--- config.mk ---
export PLATFORM = sky130hd
export DESIGN_NAME = avs_ref_ctrl
export DESIGN_NICKNAME = d
export VERILOG_FILES = /design/src/rtl/avs_ref_pkg.sv /design/src/rtl/avs_ctrl_fsm.sv /design/src/rtl/avs_ref_accum.sv /design/src/rtl/avs_width_sel.sv /design/src/rtl/avs_ref_ctrl.sv
export SDC_FILE = /design/constraint.sdc
export NUM_CORES = 1
export LEC_CHECK = 0
export ABC_AREA = 1
export BUFFER_PORTS_ARGS = -buffer_cell sky130_fd_sc_hd__buf_2
export CAP_MARGIN = 0
export CORE_ASPECT_RATIO = 1.25
export CORE_MARGIN = 2
export CORE_UTILIZATION = 45
export CTS_CLUSTER_DIAMETER = 100
export DETAILED_ROUTE_END_ITERATION = 8
export GPL_ROUTABILITY_DRIVEN = 0
export PLACE_DENSITY_LB_ADDON = 0.05
export SYNTH_ARGS = -nofsm -noshare
export SYNTH_HDL_FRONTEND = slang
export SYNTH_SLANG_ARGS = --single-unit
--- constraint.sdc ---
create_clock -name clk -period 5.8 [get_ports clk]
set_input_delay 1.16 -clock clk [delete_from_list [all_inputs] [get_ports clk]]
set_output_delay 1.16 -clock clk [all_outputs]
set_load 0.005 [all_outputs]
--- src/rtl/avs_ref_pkg.sv ---
package avs_ref_pkg;

  typedef enum logic [2:0] {
    ST_START   = 3'd0,
    ST_FAST    = 3'd1,
    ST_MID     = 3'd2,
    ST_FINE    = 3'd3,
    ST_TRACK   = 3'd4,
    ST_HOLD    = 3'd5,
    ST_HUNT    = 3'd6,
    ST_SETTLED = 3'd7
  } avs_state_e;

  typedef enum logic [1:0] {
    SEL_NORM = 2'd0,
    SEL_DBL  = 2'd1,
    SEL_HALF = 2'd2
  } width_sel_e;

  typedef struct packed {
    logic first;
    logic prior;
    logic centre;
    logic next;
    logic next2;
    logic last;
  } tap_flags_t;

endpackage

--- src/rtl/avs_ctrl_fsm.sv ---
module avs_ctrl_fsm
  import avs_ref_pkg::*;
#(
  parameter int STEP_W = 3
) (
  input  logic                     clk,
  input  logic                     rst,
  input  logic                     load,
  input  tap_flags_t               taps,
  input  logic                     freq_up,
  input  logic                     freq_dn,
  output avs_state_e               state_q,
  output logic signed [STEP_W-1:0] step,
  output width_sel_e               sel,
  output logic                     low_q,
  output logic                     high_q
);

  localparam logic signed [STEP_W-1:0] STEP1 = STEP_W'(1);
  localparam logic signed [STEP_W-1:0] STEP2 = STEP_W'(2);
  localparam logic signed [STEP_W-1:0] STEP3 = STEP_W'(3);

  avs_state_e nxt;
  logic       on_target;
  logic       regulating;

  assign on_target  = taps.centre && !taps.next;
  assign regulating = state_q[2];

  always_comb begin
    nxt  = state_q;
    step = '0;
    sel  = SEL_NORM;
    case (state_q)
      ST_START: nxt = ST_FAST;
      ST_FAST:
        if (taps.first) nxt = ST_MID;
        else begin
          step = STEP3;
          sel  = SEL_DBL;
        end
      ST_MID:
        if (taps.prior) nxt = ST_FINE;
        else step = STEP2;
      ST_FINE:
        if (taps.centre) nxt = ST_TRACK;
        else step = STEP1;
      ST_TRACK:
        if (!taps.first) begin
          step = STEP3;
          sel  = SEL_DBL;
        end else if (taps.last) begin
          step = -STEP3;
          sel  = SEL_HALF;
        end else if (!taps.prior)  step = STEP2;
        else if (!taps.centre)     step = STEP1;
        else if (taps.next2)       step = -STEP2;
        else if (taps.next)        step = -STEP1;
        else                       nxt  = ST_HOLD;
      ST_HOLD, ST_SETTLED:
        if (freq_up)         nxt = ST_TRACK;
        else if (freq_dn)    nxt = ST_HUNT;
        else if (!on_target) nxt = ST_TRACK;
      ST_HUNT:
        if (taps.centre) step = -STEP1;
        else begin
          step = STEP1;
          nxt  = ST_SETTLED;
        end
      default: nxt = ST_START;
    endcase
  end

  always_ff @(posedge clk) begin
    if (rst) begin
      state_q <= ST_START;
      low_q   <= 1'b0;
      high_q  <= 1'b0;
    end else if (load) begin
      state_q <= nxt;
      low_q   <= regulating && !taps.first;
      high_q  <= regulating && taps.first && taps.last;
    end
  end

endmodule

--- src/rtl/avs_ref_accum.sv ---
module avs_ref_accum #(
  parameter int W      = 8,
  parameter int STEP_W = 3
) (
  input  logic                     clk,
  input  logic                     rst,
  input  logic                     load,
  input  logic signed [STEP_W-1:0] step,
  output logic        [W-1:0]      ref_q,
  output logic        [W-1:0]      ref_nxt
);

  localparam int SUM_W = W + 2;
  localparam int MAXV  = (1 << W) - 1;

  logic signed [SUM_W-1:0] sum;

  always_comb begin
    sum = $signed({2'b00, ref_q}) +
          $signed({{(SUM_W-STEP_W){step[STEP_W-1]}}, step});
    if (sum < 0)         ref_nxt = '0;
    else if (sum > MAXV) ref_nxt = '1;
    else                 ref_nxt = sum[W-1:0];
  end

  always_ff @(posedge clk) begin
    if (rst)       ref_q <= '0;
    else if (load) ref_q <= ref_nxt;
  end

endmodule

--- src/rtl/avs_width_sel.sv ---
module avs_width_sel
  import avs_ref_pkg::*;
#(
  parameter int W = 8
) (
  input  logic         clk,
  input  logic         rst,
  input  logic         load,
  input  logic [W-1:0] fcw,
  input  logic [W-1:0] ref_nxt,
  input  width_sel_e   sel,
  output logic [W-1:0] pw_q
);

  logic [W:0]   sum_w;
  logic [W-1:0] npw;
  logic [W:0]   dbl_w;
  logic [W-1:0] pw_nxt;

  always_comb begin
    sum_w = {1'b0, fcw} + {1'b0, ref_nxt};
    npw   = sum_w[W] ? '1 : sum_w[W-1:0];
    dbl_w = {npw, 1'b0};
    case (sel)
      SEL_DBL:  pw_nxt = dbl_w[W] ? '1 : dbl_w[W-1:0];
      SEL_HALF: pw_nxt = npw >> 1;
      default:  pw_nxt = npw;
    endcase
  end

  always_ff @(posedge clk) begin
    if (rst)       pw_q <= '0;
    else if (load) pw_q <= pw_nxt;
  end

endmodule

--- src/rtl/avs_ref_ctrl.sv ---
module avs_ref_ctrl
  import avs_ref_pkg::*;
#(
  parameter int W      = 8,
  parameter int STEP_W = 3
) (
  input  logic         clk,
  input  logic         rst,
  input  logic         load,
  input  logic [W-1:0] fcw,
  input  logic         tap_first,
  input  logic         tap_prior,
  input  logic         tap_centre,
  input  logic         tap_next,
  input  logic         tap_next2,
  input  logic         tap_last,
  input  logic         freq_up,
  input  logic         freq_dn,
  output logic [2:0]   state,
  output logic [W-1:0] ref_level,
  output logic [W-1:0] pw,
  output logic         low_flag,
  output logic         high_flag,
  output logic         clr_cnt
);

  tap_flags_t               taps;
  avs_state_e               st;
  logic signed [STEP_W-1:0] step;
  width_sel_e               sel;
  logic [W-1:0]             ref_nxt;

  assign taps = '{first: tap_first, prior: tap_prior, centre: tap_centre,
                  next: tap_next, next2: tap_next2, last: tap_last};

  avs_ctrl_fsm #(.STEP_W(STEP_W)) u_fsm (
    .clk(clk), .rst(rst), .load(load), .taps(taps),
    .freq_up(freq_up), .freq_dn(freq_dn),
    .state_q(st), .step(step), .sel(sel),
    .low_q(low_flag), .high_q(high_flag)
  );

  avs_ref_accum #(.W(W), .STEP_W(STEP_W)) u_acc (
    .clk(clk), .rst(rst), .load(load), .step(step),
    .ref_q(ref_level), .ref_nxt(ref_nxt)
  );

  avs_width_sel #(.W(W)) u_sel (
    .clk(clk), .rst(rst), .load(load), .fcw(fcw),
    .ref_nxt(ref_nxt), .sel(sel), .pw_q(pw)
  );

  assign state   = st;
  assign clr_cnt = (st == ST_START);

endmodule

==> metrics.md, run 1 <==
| Metric | Value |
|---|---|
| Met2 Usage GRT | 34.7% |
| Slew Viols, Final | 0 |
| Post-synth ARST share | 0% |
| Port bufs | 40 |
| Crit end category | register |
| Root buf cell | clkbuf_8 |
| Number of enable flip-flop cells after synthesis | 0 |
| Critical Path AT | 4980 ps |
| Met1 Use GR | 24.7% |
| Finished Layout Cells | 439 |
| Kind of critical path | primary input to register |
| Die Ht | 81.8 um |
| Cell Pwr Density | 194 nW/um^2 |
| TritonCTS clock tree | yes |
| Unrepaired setup endpoints after global routing | no |
| Num CTS Buffers | 3 |
| Worst slew pin tran | 484 ps |
| Worst vdd ir | 0.000113 V |
| Nets@finish | 420 |
| Syn Inst Count | 339 |
| Synth-to-layout area growth | 14.1% |
| WL final | 4.99 mm |
| CP dominant cell by count | inv_1 |
| Drt pass-1 iters | 4 |
| Crit path time final | 4830 ps |
| Overall Power | 0.482 mW |
| #FFs+latches synth | 21 |
| Sink Count | 21 |
| Synth warnings | 0 |
| Endpoints failing hold | 0 |
| Syn nets | 379 |
| Synth top area share | 19.3% |
| Maximum achievable frequency | 207 MHz |
| CTS resizes | 0 |
| Drt drc | 0 |
| Clock Skew | 1.32 ps |
| Clock latency on the worst-skew pair | 260 ps |
| Leak pwr | 1.37 nW |
| Hold Path Class | register to register |
| Grt met3 use | 1.64% |
| Main area contributors after synthesis | dfxtp_1, nand2_1, ha_1, inv_1, nand3_1 |
| First-pass GRT wire length | 8.30 mm |
| Mean area per synthesized cell | 6.43 sq um |
| Final TNS setup | 0 ps |
| CP Buf/Inv Count | 8 |
| DP Cell Count | 435 |
| Most frequent cell after synthesis | nand2_1 |
| Mean routed wirelength per cell | 11.4 um |
| Vias | 2190 |
| Yosys cell types | 32 |
| Starting DRT DRC Count | 70 |
| Postcts setup bufs | 0 |
| Worst path slowest cell | fa_1 |
| Netlist Area Pre-Place | 2180 sq um |
| Top cells by instance count after synthesis | nand2_1, inv_1, nand3_1 |
| Max-Cap Viols | 0 |
| Share of layout cells above drive strength 1 | 20.6% |
| Grt peak-use layer | met2 |
| Die area | 5420 sq um |
| Crit-path max FO | 8 |
| Post-DP Area | 2440 sq um |
| Reg2reg setup slack | 1300 ps |
| Largest net degree at the start of global routing | 25 |
| Number of diodes | 0 |
| Top Family by Delay on Critical Path | adder cells |
| Number of antenna violations at the first check in global routing | 0 |
| Rows | 28 |
| Overflow after GRT | 0 |
| Die Span X | 66.3 um |
| Dpl hpwl | 4.18 mm |
| Initial core utilization | 46.5% |
| IO Count | 41 |
| # H-tree levels | 1 |
| Slew headroom | 67.8% |
| Hold_buf cts | 0 |
| Pre-CTS setup slack | 706 ps |
| Vias in the first global route | 1948 |
| Post-route antenna net violation count | 0 |
| Delay of the slowest cell on the worst path | 400 ps |
| GRT Util Overall | 19.3% |
| Core Area | 4690 sq um |
| Seq/Total Area, Yosys | 19.3% |
| Design Area, Final | 2490 sq um |
| Main synth FF type | dfxtp_1 |
| Setup violators final | 0 |
| Leading area contributor after synthesis | dfxtp_1 |
| Drt via density | 4.99 |
| Clock transition at path regs | 80 ps |
| Tcrit/Tclk final | 83.3% |
| Crit start category | primary input |
| Critical path required time | 5950 ps |
| Worst setup margin | 969 ps |
| Clock buffer depth | 2 |
| Status | complete, no violations |
## state kept, by name, indices dropped and copies added (netlist names)
signal / cells
u_fsm.state_q: 3
u_acc.ref_q: 8
u_fsm.low_q: 1
u_sel.pw_q: 8
u_fsm.high_q: 1
## layout make-up
cell class                 count  area (sq um)
timing repair buffer          40           200
fill                         519          2210
tap                           60          75.1
inverter                      60           228
multi-input combinational    254          1520
sequential                    21           420
clock inverter                 1          5.00
clock buffer                   3          41.3
## through the flow
step | hold slack (ps) | util (%)
6_report | 465 | 53.0
5_1_grt | 477 | 53.0
4_1_cts | 466 | 53.0
3_5_place_dp | 453 | 52.0
3_3_place_gp | 451 | 52.0
2_1_floorplan | 462 | -
## report_power, final
| part | internal, mW | leakage, nW | switching (mW) |
|---|---|---|---|
| clock network | 0.0478 | 0.0255 | 0.0488 |
| registers | 0.160 | 0.174 | 0.0114 |
| logic | 0.0846 | 1.17 | 0.130 |
## routing by layer
| metal | vias to the layer above | wire (um) |
|---|---|---|
| met1 | 978 | 2350 |
| met4 | 0 | 31 |
| met5 | - | 0 |
| li1 | 1181 | - |
| met3 | 2 | 121 |
| met2 | 29 | 2480 |
## placed cells by master (no fill, tap or decap)
master,n
nand3_1,28
clkinv_2,1
nand3_4,2
nor2_1,19
and2b_2,1
a21oi_4,1
o21ai_1,3
xnor2_1,2
nor2_4,3
ha_1,19
nand2_4,2
nand3_2,2
a31oi_1,3
nor3_2,1
nor2_2,2
dfxtp_1,21
nand2_1,84
clkbuf_8,3
nand4_1,3
inv_4,1
a21oi_2,10
inv_2,4
xnor2_4,1
nand3b_1,4
fa_1,2
buf_2,40
nand2_2,4
o21bai_1,2
xor2_1,4
a21oi_1,25
inv_1,55
nor3_1,3
o2111ai_1,1
o21ai_0,23
## worst paths after layout
path | start | to | cells past startpoint
min reg2reg | u_sel.pw_q[2] | u_sel.pw_q[2] | 2
min | u_sel.pw_q[2] | u_sel.pw_q[2] | 2
max reg2reg | u_fsm.state_q[2] | u_sel.pw_q[7] | 30
max | tap_centre | u_sel.pw_q[7] | 30
## cells by family (layout without fill, tap and decap cells)
group | count (synthesis) | in the layout | synth area share [%]
and+or+nand+nor | 158 | 158 | 34.8
AOI/OAI and AO/OA | 68 | 68 | 18.4
buffers and inverters | 64 | 104 | 11.1
adders and majority gates | 21 | 21 | 12.7
DFF | 21 | 21 | 19.3
xor gates and xnor gates | 7 | 7 | 3.67
## worst register-to-register path, delay by kind of cell, from the launching register on
kind            cells  cell delay, ps
compound gates      5             770
fa+ha+maj           4            1210
buf+inv             9             670
flops               1             470
simple gates       12            1280
Power figures use the tool's default switching activity.
==> run 2, diff against run 1 <==
==> constraint.sdc (replaced) <==
create_clock -name clk -period 4.92 [get_ports clk]
set_input_delay 0.984 -clock clk [delete_from_list [all_inputs] [get_ports clk]]
set_output_delay 0.984 -clock clk [all_outputs]
set_load 0.005 [all_outputs]
==> run 2 against run 1 <==
  * Power up 18%
  * Via count rose by 1.2%
  * Critical path depth is the same
  * Global-route usage rose by 0.19 points
  * First-iteration DRC count decreased by 7.1%
  * Clock power increased by 18%
  * Non-clock buffer count is 1 higher
==> metrics.md, run 2 (same netlist as run 1, synthesis figures left out) <==
| Metric | Value |
|---|---|
| Status | complete, no violations |
| IO Count | 41 (unchanged) |
| Drt drc | 0 (unchanged) |
| Hold_buf cts | 0 (unchanged) |
| TritonCTS clock tree | yes |
| Clock transition at path regs | 80 ps (about the same) |
| Number of antenna violations at the first check in global routing | 0 (unchanged) |
| Reg area | 420 sq um (unchanged) |
| Core Area | 4690 sq um (unchanged) |
| Worst slew pin tran | 490 ps (+6.65 ps) |
| First-pass GRT wire length | 8.43 mm (+1.6%) |
| Initial core utilization | 46.5% (unchanged) |
| Reg2reg setup slack | 590 ps (-710 ps) |
| Delay of the slowest cell on the worst path | 400 ps (about the same) |
| Largest net degree at the start of global routing | 25 (unchanged) |
| Clock buffer depth | 2 (unchanged) |
| Kind of critical path | primary input to register |
| Unrepaired setup endpoints after global routing | no |
| Drt pass-1 iters | 4 (unchanged) |
| Die Span X | 66.3 um (unchanged) |
| Pre-CTS setup slack | 32.9 ps (-673 ps) |
| Filler Cell Count | 512 (-1.3%) |
| Worst path slowest cell | fa_1 |
| Maximum achievable frequency | 225 MHz |
| Slew Viols, Final | 0 (unchanged) |
| Worst vdd ir | 0.000107 V (-5.0%) |
| Tcrit/Tclk final | 90.4% |
| Cell Pwr Density | 228 nW/um^2 (+17%) |
| Nets@finish | 421 (+0.24%) |
| Port bufs | 40 (unchanged) |
| Mean routed wirelength per cell | 11.5 um (+1.5%) |
| # H-tree levels | 1 (unchanged) |
| Max-Cap Viols | 0 (unchanged) |
| Footprint of the multi-input gates | 1530 sq um (+0.58%) |
| Crit-path max FO | 8 (unchanged) |
| HP Start | u_sel.pw_q[2] |
| Critical path required time | 5070 ps (-880 ps) |
| Design Area, Final | 2500 sq um (+0.65%) |
| Worst setup margin | 473 ps (-495 ps) |
| Starting DRT DRC Count | 65 (-7.1%) |
| Share of layout cells above drive strength 1 | 21.6% (+1.0 points) |
| Commonest cells after routing, fill and taps aside | nand2_1, inv_1, buf_2 |
| Crit start category | primary input |
| Finished Core Util | 53.3% (+0.35 points) |
| Die Ht | 81.8 um (unchanged) |
| Vias in the first global route | 1935 (-0.67%) |
| Grt met3 use | 1.78% (+0.14 points) |
| Root buf cell | clkbuf_8 |
| Setup violators final | 0 (unchanged) |
| Crit path time final | 4450 ps |
| CP dominant cell by count | inv_1 |
| Post-route antenna net violation count | 0 (unchanged) |
| WL final | 5.07 mm (+1.7%) |
| Post-DP Area | 2440 sq um (unchanged) |
| Overflow after GRT | 0 (unchanged) |
| Leak pwr | 1.38 nW (+0.34%) |
| Hold Path Class | register to register |
| Met1 Use GR | 25.0% (+0.36 points) |
| Commonest non-fill, non-tap cell in the layout | nand2_1 |
| Critical Path AT | 4600 ps (-380 ps) |
| Clock Skew | 4.96 ps (+3.64 ps) |
| Biggest regs | u_acc.ref_q: 8 flops, u_sel.pw_q: 8 flops, u_fsm.state_q: 3 flops |
| Endpoints failing hold | 0 (unchanged) |
| Num CTS Buffers | 3 (unchanged) |
| Clock latency on the worst-skew pair | 260 ps (about the same) |
| Sink Count | 21 (unchanged) |
| Synth-to-layout area growth | 14.8% |
| Met2 Usage GRT | 34.9% (+0.20 points) |
| Final TNS setup | 0 ps (unchanged) |
| Reg-to-reg startpoint | u_fsm.state_q[2] |
| Rows | 28 (unchanged) |
| Drt via density | 5.04 (+1.0%) |
| Die area | 5420 sq um (unchanged) |
| Number of diodes | 0 (unchanged) |
| Crit end category | register |
| Vias | 2217 (+1.2%) |
| GRT Util Overall | 19.5% (+0.19 points) |
| Grt peak-use layer | met2 |
| Worst Setup SP | tap_centre |
| Slew headroom | 67.3% (-0.44 points) |
| Dpl hpwl | 4.20 mm (+0.33%) |
==> run 2: layout make-up <==
class | instances | area share (%)
multi-input combinational | 254 | 61.0
clock inverter | 1 | 0.200
sequential | 21 | 16.8
clock buffer | 3 | 1.65
tap | 60 | 3.00
timing repair buffer | 41 | 8.30
inverter | 60 | 9.10
==> run 2: worst max-delay path, delay by kind of cell <==
kind | cells | cell delay [ps]
compound gates | 6 | 730
buf+inv | 8 | 590
simple gates | 12 | 1060
fa+ha+maj | 4 | 1210
==> run 2: worst paths after layout <==
kind	endpoint	depth (start not counted)
worst max-delay path	u_sel.pw_q[7]	30
worst max register to register	u_sel.pw_q[7]	30
worst min register to register	u_sel.pw_q[2]	2
worst min-delay path	u_sel.pw_q[2]	2
==> run 2: per-layer routing <==
metal	vias to the layer above	routed length [um]
met3	5	116
met5	-	0
met1	996	2410
met2	34	2500
met4	0	46
li1	1182	-
==> run 2: power by group <==
part	internal, mW	switching [mW]	total, mW	leakage [nW]
Clock	0.0564	0.0573	0.114	0.0255
Combinational	0.100	0.154	0.254	1.18
Sequential	0.188	0.0132	0.201	0.174
==> run 2: through the flow <==
stage,cells,hold slack (ps),power (mW)
after floorplan,339,462,0.390
after global placement,435,452,0.461
after detailed placement,435,455,0.460
after CTS,439,468,0.576
after global routing,440,481,0.623
final,440,466,0.570
==> run 2: what timing repair did <==
| action | in CTS | in global routing |
|---|---|---|
| resized for setup | 0 | 3 |
| buffers inserted | 0 | 1 |
| setup endpoints to repair | 0 | 8 |
| hold endpoints to repair | 0 | 0 |
